`src/rtl/mtc_pkg.sv`:
```
package mtc_pkg;
  localparam int GRAN_BYTES = 16;
  localparam int DATA_W     = GRAN_BYTES * 8;
  localparam int TAG_W      = 4;
  localparam int KEY_LSB    = 56;

  typedef enum logic [2:0] {
    OP_LOAD    = 3'd0,
    OP_STORE   = 3'd1,
    OP_TAGSET  = 3'd2,
    OP_TAGZERO = 3'd3,
    OP_TAGPAIR = 3'd4,
    OP_TAGDATA = 3'd5,
    OP_TAGREAD = 3'd6,
    OP_NONE    = 3'd7
  } mtc_op_e;

  function automatic logic [TAG_W-1:0] key_of(input logic [63:0] a);
    return a[KEY_LSB +: TAG_W];
  endfunction

  function automatic logic is_checked(input mtc_op_e op);
    return (op == OP_LOAD) || (op == OP_STORE);
  endfunction

  function automatic logic writes_tag(input mtc_op_e op);
    return (op == OP_TAGSET) || (op == OP_TAGZERO) ||
           (op == OP_TAGPAIR) || (op == OP_TAGDATA);
  endfunction
endpackage

```
`src/rtl/mtc_tag_store.sv`:
```
module mtc_tag_store #(
  parameter int N  = 16,
  parameter int IW = $clog2(N)
) (
  input  logic          clk,
  input  logic          rst_n,
  input  logic          we_a,
  input  logic [IW-1:0] idx_a,
  input  logic [3:0]    tag_a,
  input  logic          we_b,
  input  logic [IW-1:0] idx_b,
  input  logic [3:0]    tag_b,
  input  logic [IW-1:0] rd_idx,
  output logic [3:0]    rd_tag
);
  logic [3:0] locks [N];

  always_ff @(posedge clk or negedge rst_n) begin
    if (!rst_n) begin
      for (int i = 0; i < N; i++) locks[i] <= '0;
    end else begin
      if (we_a) locks[idx_a] <= tag_a;
      if (we_b) locks[idx_b] <= tag_b;
    end
  end

  assign rd_tag = locks[rd_idx];
endmodule

```
`src/rtl/mtc_data_store.sv`:
```
module mtc_data_store #(
  parameter int N  = 16,
  parameter int IW = $clog2(N),
  parameter int DW = 128
) (
  input  logic          clk,
  input  logic          rst_n,
  input  logic          we,
  input  logic [IW-1:0] idx,
  input  logic [DW-1:0] wdata,
  output logic [DW-1:0] rd_data
);
  logic [DW-1:0] cells [N];

  always_ff @(posedge clk or negedge rst_n) begin
    if (!rst_n) begin
      for (int i = 0; i < N; i++) cells[i] <= '0;
    end else if (we) begin
      cells[idx] <= wdata;
    end
  end

  assign rd_data = cells[idx];
endmodule

```
`src/rtl/mtc_check.sv`:
```
module mtc_check
  import mtc_pkg::*;
(
  input  logic       valid,
  input  mtc_op_e    op,
  input  logic       sp_imm,
  input  logic [3:0] key,
  input  logic [3:0] lock,
  output logic       mismatch
);
  always_comb begin
    mismatch = valid && is_checked(op) && !sp_imm && (key != lock);
  end
endmodule

```
`src/rtl/mtc_async_log.sv`:
```
module mtc_async_log (
  input  logic        clk,
  input  logic        rst_n,
  input  logic        fail,
  input  logic [63:0] fail_addr,
  input  logic        clr,
  output logic        flag,
  output logic [63:0] addr
);
  always_ff @(posedge clk or negedge rst_n) begin
    if (!rst_n) begin
      flag <= 1'b0;
      addr <= '0;
    end else if (fail && (!flag || clr)) begin
      flag <= 1'b1;
      addr <= fail_addr;
    end else if (clr) begin
      flag <= 1'b0;
    end
  end
endmodule

```
`src/rtl/mtc_unit.sv`:
```
module mtc_unit
  import mtc_pkg::*;
#(
  parameter int N_GRAN = 16
) (
  input  logic          clk,
  input  logic          rst_n,
  input  logic          req_valid,
  input  logic [2:0]    req_op,
  input  logic [63:0]   req_addr,
  input  logic [127:0]  req_wdata,
  input  logic          req_sp_imm,
  input  logic          mode_async,
  input  logic          async_clr,
  output logic          resp_valid,
  output logic          resp_fault,
  output logic [127:0]  resp_rdata,
  output logic [3:0]    resp_tag,
  output logic          async_flag,
  output logic [63:0]   async_addr
);
  localparam int IW = $clog2(N_GRAN);

  mtc_op_e       op;
  logic [IW-1:0] idx, idx_nx;
  logic [3:0]    key, lock;
  logic [127:0]  cell_q, cell_wdata;
  logic          mismatch, sync_fault, async_fail;
  logic          tag_we_a, tag_we_b, data_we;

  assign op     = mtc_op_e'(req_op);
  assign idx    = req_addr[4 +: IW];
  assign idx_nx = idx + IW'(1);
  assign key    = key_of(req_addr);

  mtc_check u_check (
    .valid(req_valid), .op(op), .sp_imm(req_sp_imm),
    .key(key), .lock(lock), .mismatch(mismatch)
  );

  assign sync_fault = mismatch && !mode_async;
  assign async_fail = mismatch && mode_async;

  assign tag_we_a   = req_valid && writes_tag(op);
  assign tag_we_b   = req_valid && (op == OP_TAGPAIR);
  assign data_we    = req_valid && (((op == OP_STORE) && !sync_fault) ||
                                    (op == OP_TAGZERO) || (op == OP_TAGDATA));
  assign cell_wdata = (op == OP_TAGZERO) ? '0 : req_wdata;

  mtc_tag_store #(.N(N_GRAN), .IW(IW)) u_tags (
    .clk(clk), .rst_n(rst_n),
    .we_a(tag_we_a), .idx_a(idx), .tag_a(key),
    .we_b(tag_we_b), .idx_b(idx_nx), .tag_b(key),
    .rd_idx(idx), .rd_tag(lock)
  );

  mtc_data_store #(.N(N_GRAN), .IW(IW), .DW(DATA_W)) u_data (
    .clk(clk), .rst_n(rst_n), .we(data_we), .idx(idx),
    .wdata(cell_wdata), .rd_data(cell_q)
  );

  mtc_async_log u_log (
    .clk(clk), .rst_n(rst_n), .fail(async_fail), .fail_addr(req_addr),
    .clr(async_clr), .flag(async_flag), .addr(async_addr)
  );

  always_ff @(posedge clk or negedge rst_n) begin
    if (!rst_n) begin
      resp_valid <= 1'b0;
      resp_fault <= 1'b0;
      resp_rdata <= '0;
      resp_tag   <= '0;
    end else begin
      resp_valid <= req_valid;
      resp_fault <= sync_fault;
      resp_rdata <= (req_valid && (op == OP_LOAD) && !sync_fault) ? cell_q : '0;
      resp_tag   <= (req_valid && (op == OP_TAGREAD)) ? lock : '0;
    end
  end
endmodule

```
`config.mk`:
```
export PLATFORM = sky130hd
export DESIGN_NAME = mtc_unit
export DESIGN_NICKNAME = d
export VERILOG_FILES = /design/src/rtl/mtc_pkg.sv /design/src/rtl/mtc_tag_store.sv /design/src/rtl/mtc_data_store.sv /design/src/rtl/mtc_check.sv /design/src/rtl/mtc_async_log.sv /design/src/rtl/mtc_unit.sv
export SDC_FILE = /design/constraint.sdc
export NUM_CORES = 2
export LEC_CHECK = 0
export BUFFER_PORTS_ARGS = -buffer_cell sky130_fd_sc_hd__buf_2
export CAP_MARGIN = 30
export CORE_ASPECT_RATIO = 0.75
export CORE_MARGIN = 2
export CORE_UTILIZATION = 26
export DETAILED_ROUTE_END_ITERATION = 8
export GPL_ROUTABILITY_DRIVEN = 0
export HOLD_SLACK_MARGIN = 0.1
export SLEW_MARGIN = 5
export SYNTH_ARGS = -nofsm -noshare
export SYNTH_HDL_FRONTEND = slang
export SYNTH_SLANG_ARGS = --single-unit
```
`constraint.sdc`:
```
create_clock -name clk -period 3.8 [get_ports clk]
set_input_delay 0.95 -clock clk [delete_from_list [all_inputs] [get_ports clk]]
set_output_delay 0.95 -clock clk [all_outputs]
set_load 0.03 [all_outputs]
```
==> results.txt <==
The logs give 0 for the total of warnings raised by yosys and 11816 for the number of cells in the design after placement. Counting every sink on the clock net gives 2311. Counting the fill cells in the layout gives 39328. In this run the horizontal extent of the chip is 742 um. The run gives 4.53 ns as the data required time at the worst endpoint.

On the critical path the largest part of the delay comes from compound AO/OA/AOI/OAI gates. Final setup skew: 0.0416 ns. The final critical-path share of the clock period was 91.9%; the transition time of the tightest slew-check pin was 1.01 ns. The first-pass iteration count of the detailed router was 7. Start point of the worst hold path: req_valid. The final critical-path required period came out at 3.49 ns. The critical path is of the reg -> reg type. For the worst-skew pair, the clock arrives at the later sink with an insertion delay of 0.89 ns. The layout-stage area growth over the synthesis result was 18.6%. The worst register-to-register path begins at u_tags.locks[19]. Among all flip-flop cells after synthesis, the most frequent one is sky130_fd_sc_hd__dfrtp_1.

In the synthesized netlist the async set-or-reset flop fraction comes to 100%. The worst register-to-register path has a setup slack of 0.31 ns. The worst stage delay on the critical path is 0.48 ns. The tools report the number of failing hold endpoints at the final stage as 0. Sequential cells were found to cover 54.4% of the synthesized design area. After clock tree synthesis, the clock-pin slew on the worst setup and hold paths is 0.06 ns. The mean instance size in the synthesized netlist came out at 17.4 um2.

The path category of the worst min-delay check is in -> reg. The cell area power density was 533 nW/um2. The fraction of layout cells with a size suffix above 1 came out at 58.0%. The signal on the critical path passes through mux4_2 -> mux2i_1 -> nor2_1 -> a211oi_1 -> o21ai_1 -> o311ai_4 -> buf_12 -> o311a_4 -> buf_12 -> buf_4 -> mux2_2. Total setup violations reported at the end of the flow: 0.

For this run, the share of the core covered by cells in the final layout is 30.9%. The H-tree generated during clock tree synthesis spans 5 levels. The worst setup path endpoint is u_data.cells[1760].

In this run the top signal layer used is met5. For this design the top-level I/O count stands at 400. The run gives 0 as the DRC violation count after routing. In this run the worst setup path begins at u_tags.locks[19]. In this run, the number of DRC markers left after iteration 0 of detailed routing was 3538. After detailed routing, the total wire length is 293000 um.

At the worst endpoint, the arrival time is 4.22 ns. The global route total overflow was 0; the global-route usage over all layers was 14.0%. IR analysis of the VDD net gives a maximum drop of 0.312 mV.

In the detailed route, the total length drawn on met3 is 10900 um. On the critical path, the stage with the largest delay is an instance of sky130_fd_sc_hd__mux4_2. The number of clock buffers added by TritonCTS is 264. Synthesis instantiated 48 different standard cells from the library. The tools report the startpoint type of the worst setup path as a register. Setup repair after global routing left no endpoint under its margin.

Cell depth of the worst setup path: 11. After floorplanning, the core was divided into 203 placement rows. Counting both buffers and inverters, the worst setup path holds a total of 3. The synthesized netlist occupies a cell area of 106000 um2. Vias per cell: 4.66. The total die area is 414000 um2. In the synthesized netlist, the number of instances is 6099. The synthesized net count was 6301; the pin count of the biggest net entering global routing was 107. The flow ran to the end, and the final reports show no timing, DRC or antenna violations. Count of state elements after synthesis: 2311. In the final routed layout, each cell accounts on average for 23.8 um.

The cell that appears most often on the critical path is sky130_fd_sc_hd__buf_12. The detail route stage leaves a number of antenna-violating nets equal to 0. The finished layout holds 12319 standard cells, fillers aside. Detailed routing inserted a total of 57419 vias. For this block, wires on met1 add up to 131000 um. The via count of the first global-routing pass came out at 64031.

The initial antenna violation count is 25, and the max-capacitance violation count is 0. In this run the tool buffered the top-level ports with 399 buffer cells. Wire segments on met2 add up to 143000 um in the final route. In this run the standard cell core region covers 407000 um2. The post-CTS setup-driven buffer insertion count is 0, and the number of flops mapped to enable cells by yosys is 0.

For the initial core utilization, the log shows 26.1%. Detailed placement ended at an HPWL of 189000 um. Static timing analysis puts the maximum clock frequency at 0.286 GHz. Number of pins exceeding their max-slew limit in the final report: 0.

For the maximum root-to-sink buffer count, the log shows 4. The master cell of the clock root buffer was sky130_fd_sc_hd__clkbuf_16. The first global-routing pass estimated 442000 um of wire.

The number of cells traversed by the worst register-to-register path was 11. The final layout contains 6869 nets. The overall die height works out to 558 um.

The critical-path maximum fanout came out at 18. The endpoint identified for the worst register-to-register timing path is u_data.cells[1760]. TritonCTS built the clock tree. The relative slew slack came out at 32.6%. The tools report the leakage dissipation as 57.1 nW. STA classifies the critical path endpoint as a register.
per-stage QoR:
stage                     hold slack [ns]  power (W)  area, um2  setup TNS, ns  worst slack (ns)
after CTS                           0.208     0.0679     126000              0             0.305
after floorplan                     0.453     0.0380     106000              0             0.165
after detailed placement            0.473     0.0417     117000        -670.61            -0.395
final                               0.295     0.0671     126000              0             0.306
after global placement              0.461     0.0411     117000        -770.26            -0.428
after global routing                0.254     0.0700     126000              0             0.212
cell usage after synthesis, drive strengths merged (2+ instances only):
library cell	count	area share, %
dfrtp	2311	54
mux2	2182	26
mux4	650	14
buf	430	3.3
clkbuf	136	0.48
and2	129	0.76
and3	128	0.75
nor2	24	0.085
nand2	18	0.064
mux2i	11	0.10
nand2b	9	0.053
o31a	8	0.12
inv	7	0.025
nor2b	7	0.041
o311a	7	0.066
nor3	6	0.028
a211oi	4	0.033
nand3	4	0.019
o21ai	4	0.019
o22ai	3	0.018
a221oi	2	0.016
o311ai	2	0.033
or2	2	0.012
xor2	2	0.016
layer usage:
metal,up-vias,global-route usage [%]
li1,23788,-
met1,31999,19.1
met2,1212,23.3
met3,418,1.69
met4,2,3.95
met5,-,0
cells in the final DEF (no fill, tap or decap), types with 127 or more instances in the layout:
| cell type | instances |
|---|---|
| sky130_fd_sc_hd__and3_1 | 128 |
| sky130_fd_sc_hd__dfrtp_1 | 2311 |
| sky130_fd_sc_hd__buf_4 | 243 |
| sky130_fd_sc_hd__mux2_4 | 700 |
| sky130_fd_sc_hd__mux4_2 | 650 |
| sky130_fd_sc_hd__buf_2 | 394 |
| sky130_fd_sc_hd__clkbuf_16 | 270 |
| sky130_fd_sc_hd__mux2_1 | 140 |
| sky130_fd_sc_hd__and2_0 | 127 |
| sky130_fd_sc_hd__mux2_2 | 1342 |
| sky130_fd_sc_hd__buf_12 | 189 |
worst min-delay path by stage:
stage | slack (ns) | end | depth (start not counted)
final | 0.30 | resp_valid | 1
after detailed placement | 0.47 | u_data.cells[1646] | 1
after floorplan | 0.45 | u_data.cells[107] | 1
after global routing | 0.25 | resp_valid | 1
after global placement | 0.46 | u_data.cells[1149] | 1
after CTS | 0.21 | resp_valid | 1
registers in the layout, summed over array words and instances, names as in the netlist:
name	cells
resp_fault	1
resp_rdata	128
resp_tag	4
resp_valid	1
u_data.cells	2048
u_log.addr	64
u_log.flag	1
u_tags.locks	64
timing repair:
item                                   in CTS  in global routing
endpoints found under the hold margin      45                  0
hold buffers                                1                  0
resized for setup                           0                  0
cell families after synthesis:
logic type | Yosys count | share of synthesized area [%]
multiplexers | 2843 | 39.5
flip-flops | 2311 | 54.4
buffers and inverters | 574 | 3.85
AND/OR/NAND/NOR | 331 | 1.84
AO/OA/AOI/OAI | 36 | 0.351
XOR/XNOR | 3 | 0.0247
adder cells (fa/ha/maj) | 1 | 0.0118
power breakdown:
group / switching (W) / total [W] / internal, W
registers: 0.00212 / 0.0307 / 0.0286
logic: 0.00428 / 0.0106 / 0.00628
clock network: 0.0108 / 0.0258 / 0.0151
area by class of cell:
class | count | area, um2 | area share (%)
inverters | 8 | 30.0 | 0.0238
diodes | 13 | 32.5 | 0.0258
repair buffers | 868 | 8120 | 6.45
clock inverters | 70 | 888 | 0.705
well taps | 5432 | 6800 | 5.39
clock buffers | 403 | 7880 | 6.25
multi-input cells | 3214 | 44400 | 35.3
flip-flops and latches | 2311 | 57800 | 45.9
Note: power is estimated with default switching activity, not from simulation.
